[src/rtl/fec_enc_pkg.sv]
package fec_enc_pkg;

  typedef struct packed {
    logic coded;    // a convolutional code is active
    logic use_b;    // short code selected
    logic punct;    // rate 3/4 deletion active
    logic bad;      // reserved type value
  } fec_mode_t;

  function automatic fec_mode_t fec_decode(input logic [2:0] t);
    fec_mode_t m;
    m = '0;
    case (t)
      3'd0: m = '0;
      3'd1: m.coded = 1'b1;
      3'd2: begin m.coded = 1'b1; m.punct = 1'b1; end
      3'd3: begin m.coded = 1'b1; m.use_b = 1'b1; end
      3'd4: begin m.coded = 1'b1; m.use_b = 1'b1; m.punct = 1'b1; end
      default: m.bad = 1'b1;
    endcase
    return m;
  endfunction

endpackage

[src/rtl/fec_conv_core.sv]
module fec_conv_core #(
  parameter int K = 6,
  parameter logic [K-1:0] G0 = '1,
  parameter logic [K-1:0] G1 = '1
) (
  input  logic clk,
  input  logic rst,
  input  logic clr,
  input  logic step,
  input  logic din,
  output logic g0,
  output logic g1
);
  // hist[K-2] is the most recent past bit
  logic [K-2:0] hist;
  logic [K-1:0] win;

  assign win = {din, hist};
  assign g0  = ^(win & G0);
  assign g1  = ^(win & G1);

  always_ff @(posedge clk) begin
    if (rst || clr) hist <= '0;
    else if (step)  hist <= win[K-1:1];
  end
endmodule

[src/rtl/fec_puncture.sv]
module fec_puncture (
  input  logic       coded,
  input  logic       punct,
  input  logic [1:0] phase,
  input  logic       raw,
  input  logic       ga,
  input  logic       gb,
  output logic [1:0] cnt,
  output logic [1:0] bits
);
  // bits[0] leaves first
  always_comb begin
    cnt  = 2'd2;
    bits = {gb, ga};
    if (!coded) begin
      cnt  = 2'd1;
      bits = {1'b0, raw};
    end else if (punct) begin
      case (phase)
        2'd1:    begin cnt = 2'd1; bits = {1'b0, ga}; end
        2'd2:    begin cnt = 2'd1; bits = {1'b0, gb}; end
        default: begin cnt = 2'd2; bits = {gb, ga}; end
      endcase
    end
  end
endmodule

[src/rtl/fec_dual_encoder.sv]
module fec_dual_encoder
  import fec_enc_pkg::*;
#(
  parameter int KA = 6,
  parameter logic [KA-1:0] GA0 = 6'o65,
  parameter logic [KA-1:0] GA1 = 6'o57,
  parameter int KB = 4,
  parameter logic [KB-1:0] GB0 = 4'o15,
  parameter logic [KB-1:0] GB1 = 4'o17
) (
  input  logic       clk,
  input  logic       rst,
  input  logic       frame_start,
  input  logic [2:0] fec_type,
  input  logic       flush_req,
  input  logic       in_valid,
  output logic       in_ready,
  input  logic       in_bit,
  output logic       out_valid,
  input  logic       out_ready,
  output logic       out_bit,
  output logic       cfg_error
);
  localparam int KMAX = (KA > KB) ? KA : KB;
  localparam int TW   = $clog2(KMAX);

  logic [2:0]    cur_type;
  fec_mode_t     mode;
  logic [1:0]    pend_cnt;
  logic [1:0]    pend_bits;
  logic [1:0]    phase;
  logic [TW-1:0] tail_left;
  logic [TW-1:0] tail_n;
  logic          tail_busy, can_load, load, src_bit;
  logic          a_g0, a_g1, b_g0, b_g1, sel_g0, sel_g1;
  logic [1:0]    new_cnt, new_bits;

  assign mode      = fec_decode(cur_type);
  assign tail_n    = !mode.coded ? '0 : (mode.use_b ? TW'(KB - 1) : TW'(KA - 1));
  assign tail_busy = (tail_left != '0);
  assign can_load  = (pend_cnt == 2'd0) || (pend_cnt == 2'd1 && out_ready);
  assign in_ready  = can_load && !tail_busy && !frame_start && !flush_req;
  assign load      = can_load && !frame_start && (tail_busy || (in_valid && !flush_req));
  assign src_bit   = tail_busy ? 1'b0 : in_bit;

  fec_conv_core #(.K(KA), .G0(GA0), .G1(GA1)) u_code_a (
    .clk(clk), .rst(rst), .clr(frame_start), .step(load),
    .din(src_bit), .g0(a_g0), .g1(a_g1));

  fec_conv_core #(.K(KB), .G0(GB0), .G1(GB1)) u_code_b (
    .clk(clk), .rst(rst), .clr(frame_start), .step(load),
    .din(src_bit), .g0(b_g0), .g1(b_g1));

  assign sel_g0 = mode.use_b ? b_g0 : a_g0;
  assign sel_g1 = mode.use_b ? b_g1 : a_g1;

  fec_puncture u_punct (
    .coded(mode.coded), .punct(mode.punct), .phase(phase),
    .raw(src_bit), .ga(sel_g0), .gb(sel_g1),
    .cnt(new_cnt), .bits(new_bits));

  always_ff @(posedge clk) begin
    if (rst) begin
      cur_type  <= 3'd0;
      cfg_error <= 1'b0;
      pend_cnt  <= 2'd0;
      pend_bits <= 2'd0;
      phase     <= 2'd0;
      tail_left <= '0;
    end else if (frame_start) begin
      cur_type  <= fec_type;
      cfg_error <= (fec_type > 3'd4);
      pend_cnt  <= 2'd0;
      phase     <= 2'd0;
      tail_left <= '0;
    end else begin
      if (flush_req && !tail_busy) tail_left <= tail_n;
      else if (load && tail_busy)  tail_left <= tail_left - 1'b1;

      if (load) begin
        pend_cnt  <= new_cnt;
        pend_bits <= new_bits;
        if (mode.punct) phase <= (phase == 2'd2) ? 2'd0 : phase + 2'd1;
      end else if (out_valid && out_ready) begin
        pend_cnt  <= pend_cnt - 2'd1;
        pend_bits <= {1'b0, pend_bits[1]};
      end
    end
  end

  assign out_valid = (pend_cnt != 2'd0);
  assign out_bit   = pend_bits[0];
endmodule

[config.mk]
export PLATFORM = sky130hd
export DESIGN_NAME = fec_dual_encoder
export DESIGN_NICKNAME = d
export VERILOG_FILES = /design/src/rtl/fec_enc_pkg.sv /design/src/rtl/fec_conv_core.sv /design/src/rtl/fec_puncture.sv /design/src/rtl/fec_dual_encoder.sv
export SDC_FILE = /design/constraint.sdc
export NUM_CORES = 1
export LEC_CHECK = 0
export ABC_AREA = 1
export BUFFER_PORTS_ARGS = -buffer_cell sky130_fd_sc_hd__buf_2
export CELL_PAD_IN_SITES_DETAIL_PLACEMENT = 1
export CELL_PAD_IN_SITES_GLOBAL_PLACEMENT = 1
export CORE_MARGIN = 2
export CORE_UTILIZATION = 38
export DETAILED_ROUTE_END_ITERATION = 8
export PLACE_DENSITY_LB_ADDON = 0.15
export SLEW_MARGIN = 20
export SYNTH_ARGS = -nofsm -noshare
export SYNTH_HDL_FRONTEND = slang
export SYNTH_SLANG_ARGS = --single-unit
[constraint.sdc]
create_clock -name clk -period 3.1 [get_ports clk]
set_clock_uncertainty 0.2 [all_clocks]
set_input_delay 0.62 -clock clk [delete_from_list [all_inputs] [get_ports clk]]
set_output_delay 0.62 -clock clk [all_outputs]
set_load 0.01 [all_outputs]
==> results of run 1 <==
## critical path, stage by stage (launching register included)
cell and delay (ns):
dfxtp_1 0.34, inv_1 0.07, ha_1 0.16, inv_2 0.05, a21oi_2 0.18, nand2_2 0.10, nor2_1 0.10, buf_2 0.14
## power by group
| group | switching [uW] | internal [uW] | leakage [uW] |
|---|---|---|---|
| Combinational | 109 | 57.4 | 0.000445 |
| Sequential | 10.8 | 245 | 0.000147 |
| Clock | 75.6 | 45.4 | 0.0000138 |
## synth_stat cells, drive strengths merged
cell type	number
nor2	8
nand4	2
inv	31
o22ai	1
a211oi	1
nand3	13
a31oi	1
o21ai	16
nand3b	1
o21bai	1
dfxtp	18
nand2	46
xor2	2
clkbuf	1
o221ai	1
buf	1
o31ai	2
or2	1
a21oi	14
nor3	1
ha	7
## flip-flops by register name, indices dropped and copies added, names as in the netlist
name           count
cfg_error          1
cur_type           3
pend_bits          2
pend_cnt           2
phase              2
tail_left          3
u_code_a.hist      5
## layer usage
layer	GRT usage, %	part of all wire (%)	vias up
met1	22.5	48	494
met5	0	0	-
met4	7.79	1.9	0
met2	30.6	47	16
li1	-	-	579
met3	2.62	2.3	5
## per-stage QoR
step	utilization (%)	instance area [sq um]	hold slack [ns]
detailed placement	42.4	1260	0.271
global placement	42.4	1260	0.258
finish	43.2	1290	0.283
global route	43.2	1290	0.322
floorplan	-	1160	0.250
CTS	43.2	1290	0.294
## logic make-up after synthesis
family          count (synthesis)  share of synthesized area (%)
flops                          18                           31.0
simple gates                   72                           29.6
fa+ha+maj                       7                           7.54
compound gates                 37                           19.3
buf+inv                        33                           11.0
xor+xnor                        2                           1.51
## final cells by class
class / instances / area, sq um / area share (%)
Multi-Input combinational cell: 118 / 673 / 52.3
Sequential cell: 18 / 360 / 28.0
Timing Repair Buffer: 14 / 72.6 / 5.64
Clock buffer: 3 / 22.5 / 1.75
Inverter: 31 / 116 / 9.05
Tap cell: 33 / 41.3 / 3.21
## final timing paths
path	startpoint	endpoint	cells past startpoint
min	cfg_error	cfg_error	2
min reg2reg	cfg_error	cfg_error	2
max	pend_cnt[0]	in_ready	7
max reg2reg	pend_cnt[0]	pend_bits[1]	8
## cells in the final DEF, fill, tap and decap left out, drive strengths merged
master  Yosys  routed
o21bai      1       1
o31ai       2       2
o21ai      16      16
dfxtp      18      18
o221ai      1       1
a211oi      1       1
nor3        1       1
nand3      13      13
inv        31      31
ha          7       7
a31oi       1       1
o22ai       1       1
nor2        8       8
nand2      46      46
clkbuf      1       3
nand3b      1       1
a21oi      14      14
nand4       2       2
xor2        2       2
buf         1      14
or2         1       1
==> qor.txt, run 1 <==
DP Worst Slack: 0.949 ns
Mapped Avg Cell Area: 6.87 sq um
P&R area growth vs syn: 10.8%
Finished Layout Cells: 217
unrepaired setup endpoints after global routing: no
GRT Residual Overflow: 0
Setup TNS Final: 0 ns
CTS tree: done
first-pass GRT wire length: 4.73 mm
antenna violations before repair: 0
layout cells sized above 1: 20.1%
die span in y: 59.3 microns
pwr dens: 422 nW/um^2
Finish-stage setup viols: 0
WS Path Type: reg2out
via/cell ratio: 5.04
Yosys Warn Count: 0
leakage: 0.000605 uW
Tot Pwr: 543 uW
WL per Instance: 12.8 microns
GPL Wtd Cong: 0.772
setup repair bufs after CTS: 0
Cells after Synth: 169
post-cts sizing count: 0
crit-path max FO: 3
CP endpoint kind: output port
Worst R2R Setup Slack: 1.13 ns
Slew Limit Fails: 0
Synthesized Nets: 186
synth top area cells: dfxtp_1, nand2_1, inv_1, ha_1, o21ai_0
Routed Antenna Nets: 0
sequential element share of the synthesized area: 31.0%
Hold Buf Count CTS: 0
library cells used by synthesis: 30
Routed WL: 2.77 mm
gr usage total: 18.0%
DRT Pass-1 Iters: 4
DIE AREA: 3510 sq um
Clock Tree Buf Depth: 2
CTS sink count: 18
I/O Pins: 14
post-synth top area share: 31.0%
row cnt: 20
CP Launch Type: register
die width: 59.3 microns
vias in the first global route: 1117
CTS buffer count: 3
Netlist Area Pre-Place: 1160 sq um
Critical Path AT: 1.44 ns
Starting Density: 39.0%
MaxCap Viol Count: 0
Final nets: 203
Fillers: 398
Skew-Pair Late Insertion Delay: 0.30 ns
leading area contributor after synthesis: dfxtp_1
fmax: 0.443 GHz
largest net degree at the start of global routing: 15
area of the core: 2980 sq um
Port Buffers: 13
Clock H-tree levels: 1
endpoints failing hold: 0
CP Data Required Time: 2.28 ns
outcome: complete, no violations
Tmin final: 2.26 ns
Worst Hold Class: reg2reg
flops & latches, synth: 18
antenna cells: 0
Slew Limit Headroom: 70.1%
Slew @ Worst Pin: 0.447 ns
Worst-path clk slew: 0.10 ns
DP HPWL: 2.33 mm
placed cell count: 214
Root Driver: clkbuf_4
DR vias: 1094
# DRC: 0
setup ws final: 0.842 ns
initial DRC count: 23
Max VDD drop: 0.242 mV
fin crit share: 72.8%
Power figures use the tool's default switching activity.
==> run 2, diff against run 1 <==
- CORE_UTILIZATION: 38 -> 36
- clock period: 3.1 -> 1.9 ns (I/O delays scaled with it)
==> run 2 against run 1 <==
- the flow now finishes with violations (setup timing)
- core utilization grew 5.9 points
- first-iteration DRC count up 87%
- sequential power rose by 65%
- final cell count up 10%
- non-clock buffer count is 11 higher
- sequential cell count unchanged
- critical path depth is 5 higher
- register-to-register slack worse by 1.2 ns
- hold slack worse by 0.17 ns
- critical path type is now reg2reg
- critical endpoint is now pend_bits[0]
- largest power group unchanged
==> qor.txt, run 2 (synthesized netlist as in run 1, its figures left out) <==
Slew Limit Headroom: 84.9% (+15 points)
Largest regs: u_code_a.hist (5), cur_type (3), tail_left (3)
Post-Layout Inst Area: 1500 sq um (+17%)
most frequent cells in the layout: nand2_1, inv_1, dfxtp_1
Fillers: 402 (+1.0%)
Final nets: 214 (+5.4%)
Slew @ Worst Pin: 0.226 ns (-0.221 ns)
unrepaired setup endpoints after global routing: yes
vias in the first global route: 1161 (+3.9%)
antenna violations before repair: 0 (unchanged)
Root Driver: clkbuf_4
CTS buffer count: 3 (unchanged)
row cnt: 20 (unchanged)
Most flops, register: u_code_a.hist
endpoints failing hold: 0 (unchanged)
commonest non-fill, non-tap cell in the layout: nand2_1
sequential share of power: 42.6% (-4.5 points)
CP endpoint kind: register
DR vias: 1171 (+7.0%)
gr busiest metal: met2
Setup TNS Final: -0.0616 ns (-0.0616 ns)
CTS sink count: 18 (unchanged)
Pint: 630 uW (+81%)
logic gate share of total power: 37.9% (+7.3 points)
Worst-path clk slew: 0.10 ns (about the same)
DRT Pass-1 Iters: 6 (+2)
Tot Pwr: 991 uW (+82%)
GPL Wtd Cong: 0.805 (+4.3%)
antenna cells: 0 (unchanged)
failing checks: setup timing
CP Data Required Time: 1.90 ns (-0.38 ns)
via/cell ratio: 4.90 (-2.8%)
crit-path max FO: 6 (+3)
Clock Tree Buf Depth: 2 (unchanged)
Starting Density: 38.0% (-0.96 points)
placed cell area: 1290 sq um (+2.3%)
Tmin final: 1.93 ns
die width: 60.8 microns (+2.6%)
Slew Limit Fails: 0 (unchanged)
met2 GRT Util: 31.5% (+0.88 points)
Skew-Pair Late Insertion Delay: 0.29 ns (about the same)
die span in y: 60.8 microns (+2.6%)
Sw Pwr: 361 uW (+85%)
post-layout util: 49.1% (+5.9 points)
# DRC: 0 (unchanged)
WS Path Type: reg2reg
gr usage total: 18.3% (+0.30 points)
Worst Hold Class: in2reg
leakage: 0.000681 uW (+13%)
largest net degree at the start of global routing: 13 (-2)
DP HPWL: 2.26 mm (-3.2%)
setup ws final: -0.0349 ns (-0.877 ns)
fmax: 0.517 GHz
DIE AREA: 3700 sq um (+5.2%)
CP Launch Type: register
CTS tree: done
I/O Pins: 14 (unchanged)
Routed WL: 3.06 mm (+11%)
max reg flops: 5 (unchanged)
Finish-stage setup viols: 3 (+3)
MaxCap Viol Count: 0 (unchanged)
sw frac: 36.4% (+0.51 points)
outcome: finished with violations
initial DRC count: 43 (+87%)
WL per Instance: 12.8 microns (+0.33%)
Clk pwr share: 19.5% (-2.8 points)
Clock H-tree levels: 1 (unchanged)
Hold Buf Count CTS: 0 (unchanged)
Max VDD drop: 0.284 mV (+18%)
area of the core: 3050 sq um (+2.5%)
fin crit share: 102%
pwr dens: 660 nW/um^2 (+56%)
Critical Path AT: 1.93 ns (+0.49 ns)
P&R area growth vs syn: 29.2%
Routed Antenna Nets: 0 (unchanged)
Port Buffers: 13 (unchanged)
GRT Residual Overflow: 0 (unchanged)
grt met1 use: 24.1% (+1.5 points)
met3 Usage GRT: 2.13% (-0.49 points)
layout cells sized above 1: 34.9% (+15 points)
first-pass GRT wire length: 5.10 mm (+7.9%)
[run 2: changes by cell type in the layout (fill, tap and decap cells not counted), moves of 3 or more]
cell / delta
nand2_2: +3
inv_1: -3
buf_4: +9
nand2_1: -4
o21ai_0: -4
o21ai_2: +3
inv_4: +3
ha_4: +3
ha_1: -3
[run 2: routing by layer]
metal	up-vias	share of wire, %
met3	4	2.0
met4	0	0.98
met5	-	0
met1	552	49
met2	17	48
li1	598	-
[run 2: layout make-up]
type	instances	area, sq um	area share [%]
Clock buffer	3	22.5	1.50
Inverter	31	124	8.26
Multi-Input combinational cell	118	771	51.4
Sequential cell	18	365	24.4
Tap cell	44	55.1	3.67
Timing Repair Buffer	25	163	10.8
[run 2: final timing paths]
| path | start | endpoint | slack [ns] | cells after the start |
|---|---|---|---|---|
| min reg2reg | cfg_error | cfg_error | 0.29 | 2 |
| max | pend_cnt[0] | pend_bits[0] | -0.03 | 12 |
| min | rst | cfg_error | 0.11 | 2 |
| max reg2reg | pend_cnt[0] | pend_bits[0] | -0.03 | 12 |
[run 2: power by group through the flow]
stage | Sequential (uW) | Clock (uW) | Combinational (uW)
after global placement | 425 | 0 | 274
final | 422 | 193 | 376
after floorplan | 424 | 0 | 204
after detailed placement | 426 | 0 | 280
after global routing | 425 | 214 | 420
after CTS | 420 | 201 | 301
[run 2: timing repair]
item | CTS | global route
pin swaps | 3 | 10
gates cloned | 0 | 0
setup buffers | 3 | 6
resized for setup | 10 | 25
endpoints found under the setup margin | 1 | 13
[run 2: stage by stage]
| step | setup slack (ns) | hold slack [ns] | cells |
|---|---|---|---|
| final | -0.0349 | 0.110 | 239 |
| after global routing | -0.146 | 0.120 | 239 |
| after CTS | -0.0740 | 0.102 | 233 |
| after detailed placement | 0.0372 | 0.270 | 227 |
| after global placement | 0.0556 | 0.264 | 227 |
| after floorplan | 0.241 | 0.250 | 169 |
[run 2: critical path: stages (launching register included)]
cell and delay (ns):
dfxtp_4 0.38, inv_4 0.06, ha_4 0.12, inv_4 0.04, a21oi_4 0.16, nand2_2 0.08, buf_6 0.12, o21ai_4 0.21
inv_2 0.10, nand2_4 0.11, nand2_4 0.07, a21oi_2 0.13, a21oi_2 0.06
